[src/rtl/bsm_pkg.sv]
package bsm_pkg;
  localparam int NUM_BANKS = 2;

  typedef struct packed {
    logic                 wrEn;
    logic                 rdEn;
    logic [NUM_BANKS-1:0] bankEn;
  } bsm_strobe_t;
endpackage

[src/rtl/bsm_slice.sv]
module bsm_slice #(
  parameter int SLICE_DEPTH = 32,
  localparam int AW = $clog2(SLICE_DEPTH)
) (
  input  logic          clk,
  input  logic          rst_n,
  input  logic          we,
  input  logic          re,
  input  logic [AW-1:0] addr,
  input  logic          d,
  output logic          q
);
  logic [SLICE_DEPTH-1:0] bits;

  always_ff @(posedge clk) begin
    if (we) bits[addr] <= d;
  end

  always_ff @(posedge clk or negedge rst_n) begin
    if (!rst_n)  q <= 1'b0;
    else if (re) q <= bits[addr];
  end
endmodule

[src/rtl/bsm_ctrl.sv]
module bsm_ctrl
  import bsm_pkg::*;
(
  input  logic        clk,
  input  logic        rst_n,
  input  logic        csN,
  input  logic        weN,
  input  logic        oeN,
  input  logic        bankBit,
  output bsm_strobe_t strobes,
  output logic        rdValid
);
  logic selected;

  assign selected        = ~csN;
  assign strobes.wrEn    = selected & ~weN;
  assign strobes.rdEn    = selected & weN & ~oeN;
  assign strobes.bankEn  = selected ? {bankBit, ~bankBit} : '0;

  always_ff @(posedge clk or negedge rst_n) begin
    if (!rst_n) rdValid <= 1'b0;
    else        rdValid <= strobes.rdEn;
  end

  p_one_bank_r3: assert property (@(posedge clk) disable iff (!rst_n)
    !csN |-> $countones(strobes.bankEn) == 1);

  p_latency_r6: assert property (@(posedge clk) disable iff (!rst_n)
    (!csN && weN && !oeN) |=> rdValid);

  p_write_wins_r7: assert property (@(posedge clk) disable iff (!rst_n)
    (!csN && !weN) |=> !rdValid);

  p_deselect_quiet_r4: assert property (@(posedge clk) disable iff (!rst_n)
    csN |=> !rdValid);

  p_no_oe_quiet_r5: assert property (@(posedge clk) disable iff (!rst_n)
    (!csN && weN && oeN) |=> !rdValid);
endmodule

[src/rtl/bsm_datapath.sv]
module bsm_datapath
  import bsm_pkg::*;
#(
  parameter int WORD_W     = 8,
  parameter int BANK_DEPTH = 32,
  localparam int LOW_W = $clog2(BANK_DEPTH)
) (
  input  logic              clk,
  input  logic              rst_n,
  input  bsm_strobe_t       strobes,
  input  logic [LOW_W-1:0]  lowAddr,
  input  logic [WORD_W-1:0] wrData,
  input  logic              rdValid,
  output logic [WORD_W-1:0] rdData
);
  logic [WORD_W-1:0] bankQ [NUM_BANKS];
  logic              selQ;

  for (genvar b = 0; b < NUM_BANKS; b++) begin : g_bank
    logic bankWe;
    logic bankRe;
    assign bankWe = strobes.wrEn & strobes.bankEn[b];
    assign bankRe = strobes.rdEn & strobes.bankEn[b];
    for (genvar s = 0; s < WORD_W; s++) begin : g_slice
      bsm_slice #(.SLICE_DEPTH(BANK_DEPTH)) u_slice (
        .clk  (clk),
        .rst_n(rst_n),
        .we   (bankWe),
        .re   (bankRe),
        .addr (lowAddr),
        .d    (wrData[s]),
        .q    (bankQ[b][s])
      );
    end
  end

  always_ff @(posedge clk or negedge rst_n) begin
    if (!rst_n)               selQ <= 1'b0;
    else if (strobes.rdEn)    selQ <= strobes.bankEn[1];
  end

  assign rdData = rdValid ? bankQ[selQ] : '0;

  p_strobe_excl_r7: assert property (@(posedge clk) disable iff (!rst_n)
    !(strobes.wrEn && strobes.rdEn));

  p_released_bus_r5: assert property (@(posedge clk) disable iff (!rst_n)
    !rdValid |-> rdData == '0);
endmodule

[src/rtl/bitslice_mem.sv]
module bitslice_mem
  import bsm_pkg::*;
#(
  parameter int WORD_W = 8,
  parameter int DEPTH  = 64,
  localparam int ADDR_W     = $clog2(DEPTH),
  localparam int BANK_DEPTH = DEPTH / NUM_BANKS
) (
  input  logic              clk,
  input  logic              rst_n,
  input  logic [ADDR_W-1:0] addr,
  input  logic [WORD_W-1:0] wrData,
  input  logic              csN,
  input  logic              weN,
  input  logic              oeN,
  output logic [WORD_W-1:0] rdData,
  output logic              rdValid
);
  bsm_strobe_t strobes;

  bsm_ctrl u_ctrl (
    .clk    (clk),
    .rst_n  (rst_n),
    .csN    (csN),
    .weN    (weN),
    .oeN    (oeN),
    .bankBit(addr[ADDR_W-1]),
    .strobes(strobes),
    .rdValid(rdValid)
  );

  bsm_datapath #(.WORD_W(WORD_W), .BANK_DEPTH(BANK_DEPTH)) u_dp (
    .clk    (clk),
    .rst_n  (rst_n),
    .strobes(strobes),
    .lowAddr(addr[ADDR_W-2:0]),
    .wrData (wrData),
    .rdValid(rdValid),
    .rdData (rdData)
  );
endmodule

[config.mk]
export PLATFORM = sky130hd
export DESIGN_NAME = bitslice_mem
export DESIGN_NICKNAME = d
export VERILOG_FILES = /design/src/rtl/bsm_pkg.sv /design/src/rtl/bsm_slice.sv /design/src/rtl/bsm_ctrl.sv /design/src/rtl/bsm_datapath.sv /design/src/rtl/bitslice_mem.sv
export SDC_FILE = /design/constraint.sdc
export NUM_CORES = 1
export LEC_CHECK = 0
export ABC_AREA = 1
export BUFFER_PORTS_ARGS = -buffer_cell sky130_fd_sc_hd__clkbuf_2
export CAP_MARGIN = 15
export CORE_MARGIN = 5
export CORE_UTILIZATION = 50
export DETAILED_ROUTE_END_ITERATION = 8
export PLACE_DENSITY = 0.68
export SLEW_MARGIN = 20
export SYNTH_ARGS = -nofsm -noshare
export SYNTH_HDL_FRONTEND = slang
export SYNTH_SLANG_ARGS = --single-unit
[constraint.sdc]
create_clock -name clk -period 2.57 [get_ports clk]
set_input_delay 0.514 -clock clk [delete_from_list [all_inputs] [get_ports clk]]
set_output_delay 0.514 -clock clk [all_outputs]
set_load 0.01 [all_outputs]
### Yosys cells after proc, flatten, opt, wreduce, memory -nomap -nowiden

Index checks and enable logic that the tools add are counted.

| word-level totals | value |
|---|---|
| register bits | 530 |
| input bits | 19 |
| output and inout bits | 9 |

| cells by class | value |
|---|---|
| bitwise logic cells | 12 |
| muxes and demuxes | 55 |
| reductions and logical operators | 1 |
| $lt $le $gt $ge | 3 |

Operator list:

| operator | number |
|---|---|
| bitwise mux 32 bit | 16 |
| binary-select mux 1 bit (select 5 bit) | 16 |
| 2-to-1 mux 8 bit | 4 |
| 2-to-1 mux 1 bit | 17 |
| AND 1 bit | 7 |
| < comparator 5 x 6 -> 1 bit (second input constant) | 1 |
| demux 1 bit (select 5 bit) | 1 |
| greater-or-equal comparator 5 x 1 -> 1 bit (second input constant) | 1 |
| NOT 1 bit | 4 |
| greater-or-equal comparator 2 bit (second input constant) | 1 |
| 2-to-1 mux 2 bit | 1 |
| NOT 1 -> 2 bit | 1 |
| logical AND 1 bit | 1 |

### Depth between registers and ports, before layout

Gate-level depths: netlist (run 1).

| depth | value |
|---|---|
| word-level depth | 5 |
| mapped depth | 14 |
| depth with buffers taken out | 11 |

### Hierarchy

Synthesis (run 1) repeated with hierarchy kept, for this count alone.

| second synthesis, totals | value |
|---|---|
| cells, all modules | 2958 |
| area total of the unflattened synthesis | 25831.0 sq um |

Modules (own cells, without submodules):

| module | area an instance (sq um) | sequential area each (sq um) | instances | cells each |
|---|---|---|---|---|
| bsm_slice | 1592.8 | 985.9 | 16 | 181 |
| bsm_datapath | 292.8 | 25.0 | 1 | 54 |
| bsm_ctrl | 53.8 | 25.0 | 1 | 8 |

### Worst setup path after synthesis (run 1)

OpenSTA, ideal clock, no wires.

| timing path | value |
|---|---|
| path kind | input to register |
| start point | in addr[2] |
| end point | reg u_dp.g_bank[0].g_slice[0].u_slice.bits[1] (enable) |
| cell stages on the path | 5 |
| buffers on the path | 2 |
| slack | 240 ps |
| data required time | 2187 ps |
| data arrival time | 1946 ps |
| cells stage by stage | buf_4 nor3_2 buf_4 inv_1 nor3_1 |

RTL lines:

| element | RTL line | source |
|---|---|---|
| start, declared | bitslice_mem.sv:11 | `input logic [ADDR_W-1:0] addr,` |
| end signal, assigned by index | bsm_slice.sv:16 | `if (we) bits[addr] <= d;` |
| end, declared | bsm_slice.sv:13 | `logic [SLICE_DEPTH-1:0] bits;` |

### Worst setup path after layout (run 1)

| timing path | value |
|---|---|
| start point | reg u_ctrl.rdValid |
| end point | out rdData[4] |

| between the ends | value |
|---|---|
| longest elaborated chain between the ends | 1 |

RTL lines:

| element | RTL line | source |
|---|---|---|
| start, declared | bsm_ctrl.sv:11 | `output logic rdValid` |
| start signal, assigned | bsm_ctrl.sv:22 | `else rdValid <= strobes.rdEn;` |
| 2-to-1 mux 8 bit | bsm_datapath.sv:42 | `assign rdData = rdValid ? bankQ[selQ] : '0;` |
| end, declared | bitslice_mem.sv:16 | `output logic [WORD_W-1:0] rdData,` |

No other way between the ends.

==> metrics, run 1 <==
DP Worst Slack 0.224 ns; detailed-placement wirelength estimate 32.1 mm; DR vias 15,200; Synth Instances 2,149; CTS Sinks 530; total grt overflow 0; # rows 77; WL/cell 19.1 um; Worst-path clk slew 0.06 ns; Crit. End Element primary output; fmax 0.420 GHz; post-synthesis compound-gate area fraction 0.581%; later-pin clock latency in the skew report 0.58 ns; vias per cell 5.32; count of filler cells inserted in the layout 3,626; sum of negative setup slack 0 ns; fin. max-slew vios 0; Clock Tree Root clkbuf_16; post-synth top area cell edfxtp_1; status finished clean; placed instance count 2,765; syn_nets 2,168; largest family of logic cells by synthesized area simple AND/OR/NAND/NOR gates; Crit path buffers/inverters 1; 1st-iter DRT viols 1,485; WHS 0.185 ns; TritonCTS clock tree built; post-synthesis register bit count 530; Final Util 57.5%; RSZ-0062 raised after global routing no; final WL 54.6 mm; Vert. Die Dim 222 um; die width 222 um; Seq/Total Area, Yosys 70.7%; Synth Cell Area 22,400 sq um; Netlist cell types 22; vias in the first global route 14,900; gr usage total 21.8%; share of cells above drive strength 1 10.1%; Critical Path Slowest Stage Cell dfrtp_1; startpoint class of the critical path register; P_leak 10.5 nW; htree depth 2; DRC 0; placed instance area 23,700 sq um; MaxCap Viol Count 0; Fin. Hold Viols 0; crit path kind reg -> out; setup ws final 0.191 ns; Synth Area in XOR/XNOR 0%; routability congestion estimate from global placement 0.853; Finished Layout Cells 2,861; Core ar. 44,200 sq um; final instance area 25,400 sq um; nets 2,245; antenna violations before repair 2; post-synthesis simple-gate area fraction 25.1%; die area 49,100 sq um; area delta synth->final 13.5%; maximum net fanout on the critical path 9; Worst Skew 0.0127 ns; Routed Antenna Nets 0; arrival time at the worst endpoint 1.86 ns; crit share post-route 92.6%; final count of negative-setup-slack endpoints 0; top post-synthesis cells by area edfxtp_1, nand2_1, dfrtp_1; total power 18.2 mW; largest net degree at the start of global routing 89; PortBufs 27; Top Ports 28; CP top delay family compound AO/OA/AOI/OAI gates; mux cell area share after synthesis 0%; fin crit period 2.38 ns; HP Class in -> reg; initial core utilization 50.6%; clock buffer depth 3; TritonRoute pass-1 iters 6; PD cells 716 nW/um^2; CP cell instances o21ai_0 -> a21oi_1 -> clkbuf_2; post-synthesis adder-cell area fraction 0%; CP Data Required Time 2.06 ns; global-route wire length before repair 84.2 mm; Yosys top cell area share 68.7%; Worst slew margin 52.4%; pin slew with the least headroom to its limit 0.715 ns; Num CTS Buffers 50; Peak supply drop 0.610 mV; synth warn 0; Avg Inst Size Synth 10.4 sq um; CP max stage delay 0.53 ns
state kept, by name (all words and copies together) (netlist names):
signal and count:
u_dp.g_bank.g_slice.u_slice.q 16, u_dp.g_bank.g_slice.u_slice.bits 512, u_ctrl.rdValid 1, u_dp.selQ 1
kinds of logic (layout without fill, tap and decap cells):
| logic type | count (synthesis) | in the layout |
|---|---|---|
| AOI/OAI and AO/OA | 26 | 26 |
| DFF | 530 | 530 |
| other | 0 | 2 |
| buffers and inverters | 171 | 289 |
| and+or+nand+nor | 1422 | 1422 |
layout by cell type, fill, tap and decap left out, drive strengths merged, types with 5 or more instances in the layout:
cell type and instances:
a21oi 10, nor2 36, dfrtp 18, nor3 73
nand3 90, buf 107, bufinv 5, clkbuf 89
o21ai 16, clkinv 24, nand2 1221, edfxtp 512
inv 62
power by group:
group / total [mW] / leakage [nW] / internal [mW] / switching (mW)
Clock: 7.42 / 0.830 / 4.35 / 3.07
Combinational: 1.18 / 4.82 / 0.308 / 0.872
Sequential: 9.60 / 4.80 / 9.56 / 0.0430
Total: 18.2 / 10.5 / 14.2 / 3.98
path summary, 6_finish.rpt:
check,slack (ns),end,cells past startpoint,from
max,0.19,rdData[4],3,u_ctrl.rdValid
min,0.18,u_ctrl.rdValid,2,oeN
max reg2reg,1.13,u_dp.g_bank[0].g_slice[1].u_slice.q,10,u_dp.g_bank[0].g_slice[1].u_slice.bits[23]
min reg2reg,0.54,u_dp.g_bank[1].g_slice[0].u_slice.q,4,u_dp.g_bank[1].g_slice[0].u_slice.q
max in group asynchronous,1.72,u_dp.selQ,2,rst_n
min in group asynchronous,0.49,u_ctrl.rdValid,2,rst_n
per-layer routing:
layer | track usage [%] | vias up | wire length, um
met5 | 0 | - | 0
met3 | 2.69 | 98 | 4160
met1 | 30.9 | 7288 | 23000
li1 | - | 7221 | -
met2 | 35.5 | 604 | 25700
met4 | 7.50 | 0 | 1740
timing repair:
| item | in CTS | in global routing |
|---|---|---|
| endpoints found under the hold margin | 18 | 0 |
| endpoints found under the setup margin | 0 | 3 |
| buffers inserted | 0 | 0 |
| gates resized for setup | 0 | 2 |
| hold buffers | 1 | 0 |
cell type report:
cell class,instances,area (sq um),share of cell area (%)
diodes,2,5.00,0.0197
repair buffers,134,1180,4.63
inverters,62,240,0.945
well taps,592,741,2.91
clock inverters,30,265,1.04
clock buffers,63,1400,5.52
flip-flops and latches,530,15800,62.3
multi-input cells,1448,5750,22.6
cell usage after synthesis (all sizes together):
| cell | number |
|---|---|
| buf | 86 |
| inv | 62 |
| clkbuf | 23 |
| a21oi | 10 |
| nand2 | 1221 |
| nor3 | 73 |
| edfxtp | 512 |
| nand4 | 2 |
| nand3 | 90 |
| dfrtp | 18 |
| nor2 | 36 |
| o21ai | 16 |
(Power assumes the default switching activity.)
==> run 2, diff against run 1 <==
--- a/config.mk
+++ b/config.mk
@@ -6,12 +6,16 @@
 export NUM_CORES = 1
 export LEC_CHECK = 0
 export ABC_AREA = 1
+export ABC_CLOCK_PERIOD_IN_PS = 2570
 export BUFFER_PORTS_ARGS = -buffer_cell sky130_fd_sc_hd__clkbuf_2
 export CAP_MARGIN = 15
+export CELL_PAD_IN_SITES_DETAIL_PLACEMENT = 0
+export CELL_PAD_IN_SITES_GLOBAL_PLACEMENT = 2
 export CORE_MARGIN = 5
-export CORE_UTILIZATION = 50
+export CORE_UTILIZATION = 45
 export DETAILED_ROUTE_END_ITERATION = 8
-export PLACE_DENSITY = 0.68
+export PLACE_DENSITY = 0.86
+export SKIP_CTS_REPAIR_TIMING = 1
 export SLEW_MARGIN = 20
 export SYNTH_ARGS = -nofsm -noshare
 export SYNTH_HDL_FRONTEND = slang
==> run 2 against run 1 <==
Effect of this change:
- worst setup slack got worse by 0.16 ns
- global-route usage fell by 0.51 points
- worst hold slack improved by 0.027 ns
- critical path type unchanged
==> metrics, run 2 (synthesis gave the netlist of run 1 again) <==
pin slew with the least headroom to its limit 0.839 ns; routability congestion estimate from global placement 0.844; setup ws final 0.0328 ns; DP Worst Slack 0.211 ns; # rows 81; most flop-heavy register u_dp.g_bank.g_slice.u_slice.bits; switching share of total power 22.3%; nets 2,274; Worst Skew 0.0126 ns; Top Ports 28; WL met2 26.2 mm; later-pin clock latency in the skew report 0.60 ns; final count of negative-setup-slack endpoints 0; largest registers u_dp.g_bank.g_slice.u_slice.bits x512, u_dp.g_bank.g_slice.u_slice.q x16; gr usage total 21.3%; fmax 0.394 GHz; Logic pwr share 6.6%; arrival time at the worst endpoint 2.02 ns; Crit. End Element primary output; Fin. Hold Viols 0; total grt overflow 0; clock buffer depth 3; total power 18.7 mW; RSZ-0062 raised after global routing no; count of filler cells inserted in the layout 4,348; 1st-iter DRT viols 1,099; placed instance area 24,000 sq um; CP Data Required Time 2.06 ns; sw power 4.16 mW; Vert. Die Dim 233 um; initial core utilization 45.7%; fin crit period 2.54 ns; P_leak 10.6 nW; vias per cell 5.05; WL/cell 19.5 um; CTS Sinks 530; detailed-placement wirelength estimate 34.4 mm; maximum net fanout on the critical path 9; Peak supply drop 0.676 mV; antenna violations before repair 0; die area 54,300 sq um; most common cell after layout, fill and taps aside nand2_1; htree depth 2; area delta synth->final 15.3%; MaxCap Viol Count 0; placed instance count 2,862; TritonCTS clock tree built; Inserted Diodes 0; most frequent cells in the layout nand2_1, edfxtp_1, buf_4; PD cells 723 nW/um^2; PortBufs 27; Core ar. 49,100 sq um; vias in the first global route 14,400; Clock power frac 41.9%; final instance area 25,800 sq um; share of cells above drive strength 1 11.3%; status finished clean; crit share post-route 98.7%; DR vias 15,000; Num CTS Buffers 54; global-route wire length before repair 87.3 mm; Routed Antenna Nets 0; die width 233 um; TritonRoute pass-1 iters 7; sequential share of power 51.5%; Finished Layout Cells 2,964; startpoint class of the critical path register; HP Class in -> reg; Worst slew margin 44.0%; top sig layer met4; largest net degree at the start of global routing 76; max reg flops 512; crit path kind reg -> out; met1 wire length 25.9 mm; WL met3 3.49 mm; Worst-path clk slew 0.06 ns; DRC 0; Clock Tree Root clkbuf_16; fin. max-slew vios 0; final WL 57.7 mm; Internal Dissipation 14.5 mW
-- run 2: cell types whose count changed in the layout (fill, tap and decap cells not counted), sizes merged --
cell	before	now
buf	107	132
clkinv	24	25
bufinv	5	6
clkbuf	89	93
diode	2	0
inv	62	64
-- run 2: final timing paths --
path	from	to	slack, ns	cells after the start
hold / removal	oeN	u_ctrl.rdValid	0.21	2
hold reg to reg	u_dp.g_bank[1].g_slice[3].u_slice.q	u_dp.g_bank[1].g_slice[3].u_slice.q	0.54	4
setup / recovery	u_ctrl.rdValid	rdData[6]	0.03	3
min in group asynchronous	rst_n	u_dp.g_bank[0].g_slice[0].u_slice.q	0.42	2
setup reg to reg	u_dp.g_bank[0].g_slice[5].u_slice.bits[15]	u_dp.g_bank[0].g_slice[5].u_slice.q	1.06	10
max in group asynchronous	rst_n	u_dp.selQ	1.79	2
-- run 2: final cells by class --
class	count	area [sq um]	share of cell area, %
repair buffers	159	1400	5.43
clock buffers	67	1450	5.62
flip-flops and latches	530	15800	61.3
clock inverters	34	323	1.25
well taps	664	831	3.22
multi-input cells	1448	5750	22.3
inverters	62	240	0.930
-- run 2: per-layer routing --
metal | GRT usage (%) | up-vias
met5 | 0 | -
met4 | 7.25 | 0
met3 | 3.42 | 94
met2 | 33.6 | 399
met1 | 30.5 | 7193
li1 | - | 7287
-- run 2: worst max-delay path, stage by stage, from the launching register on --
cell and delay, ns:
dfrtp_1 0.52, o21ai_0 0.28, a21oi_1 0.40, clkbuf_2 0.22
-- run 2: through the flow --
step	TNS, ns	util [%]	hold WS [ns]
6_report	0	52.6	0.212
5_1_grt	0	52.6	0.169
2_1_floorplan	0	-	0.218
3_5_place_dp	0	49.0	0.495
4_1_cts	-0.327	52.6	-0.157
3_3_place_gp	0	49.0	0.498
-- run 2: power groups by stage --
stage          combinational (mW)  sequential (mW)  clock [mW]
6_report                     1.23             9.61        7.83
3_5_place_dp                 1.24             9.79           0
5_1_grt                      1.37             9.61        8.36
3_3_place_gp                 1.23             9.78           0
4_1_cts                      1.24             9.60        7.97
2_1_floorplan               0.673             9.77           0
==> run 3, diff against run 2 <==
--- a/config.mk
+++ b/config.mk
@@ -6,15 +6,15 @@
 export NUM_CORES = 1
 export LEC_CHECK = 0
 export ABC_AREA = 1
-export ABC_CLOCK_PERIOD_IN_PS = 2570
+export ABC_CLOCK_PERIOD_IN_PS = 2450
 export BUFFER_PORTS_ARGS = -buffer_cell sky130_fd_sc_hd__clkbuf_2
 export CAP_MARGIN = 15
 export CELL_PAD_IN_SITES_DETAIL_PLACEMENT = 0
 export CELL_PAD_IN_SITES_GLOBAL_PLACEMENT = 2
 export CORE_MARGIN = 5
-export CORE_UTILIZATION = 45
+export CORE_UTILIZATION = 30
 export DETAILED_ROUTE_END_ITERATION = 8
-export PLACE_DENSITY = 0.86
+export PLACE_DENSITY = 0.62
 export SKIP_CTS_REPAIR_TIMING = 1
 export SLEW_MARGIN = 20
 export SYNTH_ARGS = -nofsm -noshare
==> constraint.sdc (replaced) <==
create_clock -name clk -period 2.45 [get_ports clk]
set_input_delay 0.49 -clock clk [delete_from_list [all_inputs] [get_ports clk]]
set_output_delay 0.49 -clock clk [all_outputs]
set_load 0.01 [all_outputs]
==> run 3 against run 2 <==
Effect of this change:
- power up 9.4%
- worst hold slack got worse by 0.12 ns
- largest power group unchanged
- flip-flop and latch count is the same
- first-iteration DRC count down 10%
- critical path type unchanged
- sequential power is 5% higher
- die area is 48% higher
- clock skew up 0.0081 ns
- cell count is 11% higher
==> metrics, run 3 (synthesis gave the netlist of run 1 again) <==
Vert. Die Dim 283 um; status finished clean; largest net degree at the start of global routing 89; htree depth 2; sw power 4.66 mW; Peak supply drop 0.553 mV; final count of negative-setup-slack endpoints 0; most flop-heavy register u_dp.g_bank.g_slice.u_slice.bits; CP cell instances o21ai_0 -> a21oi_1 -> clkbuf_2; fin crit period 2.38 ns; Top Ports 28; switching share of total power 22.8%; Num CTS Buffers 58; crit path kind reg -> out; detailed-placement wirelength estimate 40.0 mm; max reg flops 512; arrival time at the worst endpoint 1.89 ns; CP max stage delay 0.51 ns; 1st-iter DRT viols 986; placed instance area 24,600 sq um; startpoint class of the critical path register; vias per cell 4.53; HP Class in -> reg; Routed Antenna Nets 0; final instance area 26,600 sq um; routability congestion estimate from global placement 0.766; total grt overflow 0; Crit path buffers/inverters 1; DR vias 14,900; Internal Dissipation 15.7 mW; crit share post-route 97.2%; clock buffer depth 3; Clock Tree Root clkbuf_16; # rows 100; most frequent cells in the layout nand2_1, edfxtp_1, buf_4; Worst Skew 0.0207 ns; later-pin clock latency in the skew report 0.61 ns; fmax 0.420 GHz; pin slew with the least headroom to its limit 0.659 ns; WL/cell 19.9 um; Logic pwr share 6.7%; PD cells 768 nW/um^2; most common cell after layout, fill and taps aside nand2_1; Core ar. 74,200 sq um; fin. max-slew vios 0; Clock power frac 43.9%; TritonRoute pass-1 iters 5; die area 80,200 sq um; share of cells above drive strength 1 12.2%; antenna violations before repair 3; area delta synth->final 18.7%; initial core utilization 30.2%; Critical Path Slowest Stage Cell dfrtp_2; CTS Sinks 530; die width 283 um; maximum net fanout on the critical path 12; largest registers u_dp.g_bank.g_slice.u_slice.bits x512, u_dp.g_bank.g_slice.u_slice.q x16; Worst-path clk slew 0.06 ns; gr usage total 16.2%; final WL 65.6 mm; DRC 0; CP Data Required Time 1.96 ns; global-route wire length before repair 99.5 mm; nets 2,291; Crit. End Element primary output; vias in the first global route 15,200; sequential share of power 49.4%; Fin. Hold Viols 0; Final Util 35.8%; TritonCTS clock tree built; Worst slew margin 56.1%; MaxCap Viol Count 0; R2R setup slack 1.05 ns; CP top delay family compound AO/OA/AOI/OAI gates; P_leak 10.8 nW; PortBufs 27
-- run 3: changes by cell type in the layout (fill, tap and decap cells not counted), moves of 4 or more --
cell / previous run / this run
diode_2: 0 / 4
buf_4: 111 / 118
buf_12: 21 / 27
clkbuf_16: 55 / 59
clkinv_1: 9 / 13
clkinv_4: 1 / 5
a21oi_2: 0 / 5
clkinv_2: 15 / 10
a21oi_1: 10 / 5
-- run 3: area by class of cell --
type | count | area (sq um)
Antenna cell | 4 | 10.0
Clock buffer | 66 | 1500
Clock inverter | 41 | 444
Fill cell | 7447 | 47600
Inverter | 62 | 240
Multi-Input combinational cell | 1448 | 5770
Sequential cell | 530 | 15800
Tap cell | 969 | 1210
Timing Repair Buffer | 172 | 1580
-- run 3: worst paths after layout --
kind                                                           start                             endpoint  depth (start not counted)
setup / recovery                                           u_dp.selQ                            rdData[7]                          3
min in group asynchronous                                      rst_n                       u_ctrl.rdValid                          2
hold / removal                                                   oeN                       u_ctrl.rdValid                          2
max in group asynchronous                                      rst_n                            u_dp.selQ                          2
hold reg to reg                  u_dp.g_bank[1].g_slice[5].u_slice.q  u_dp.g_bank[1].g_slice[5].u_slice.q                          2
setup reg to reg           u_dp.g_bank[0].g_slice[7].u_slice.bits[2]  u_dp.g_bank[0].g_slice[7].u_slice.q                         10
-- run 3: stage by stage --
stage          setup TNS [ns]  cells  total power [mW]  hold slack (ns)  setup WS, ns
4_1_cts                -0.651   3286              20.7           -0.178        -0.151
3_3_place_gp          -0.0125   3179              11.7            0.503      -0.00251
6_report                    0   3292              20.4           0.0918        0.0696
2_1_floorplan               0   2149              11.0            0.194         0.144
3_5_place_dp                0   3179              11.7            0.493        0.0268
5_1_grt              -0.00115   3288              21.2           0.0605      -0.00115
-- run 3: routing by layer --
layer	vias up	share of wire, %	global-route usage (%)
met3	91	4.5	2.95
met4	0	1.9	3.54
li1	7335	-	-
met5	-	0	0
met1	7237	49	23.6
met2	264	45	25.3
-- run 3: power by group through the flow --
stage / clock (mW) / combinational, mW / sequential [mW]
5_1_grt: 9.61 / 1.54 / 10.1
6_report: 8.97 / 1.36 / 10.1
4_1_cts: 9.23 / 1.39 / 10.1
3_5_place_dp: 0 / 1.39 / 10.3
2_1_floorplan: 0 / 0.706 / 10.2
3_3_place_gp: 0 / 1.39 / 10.3
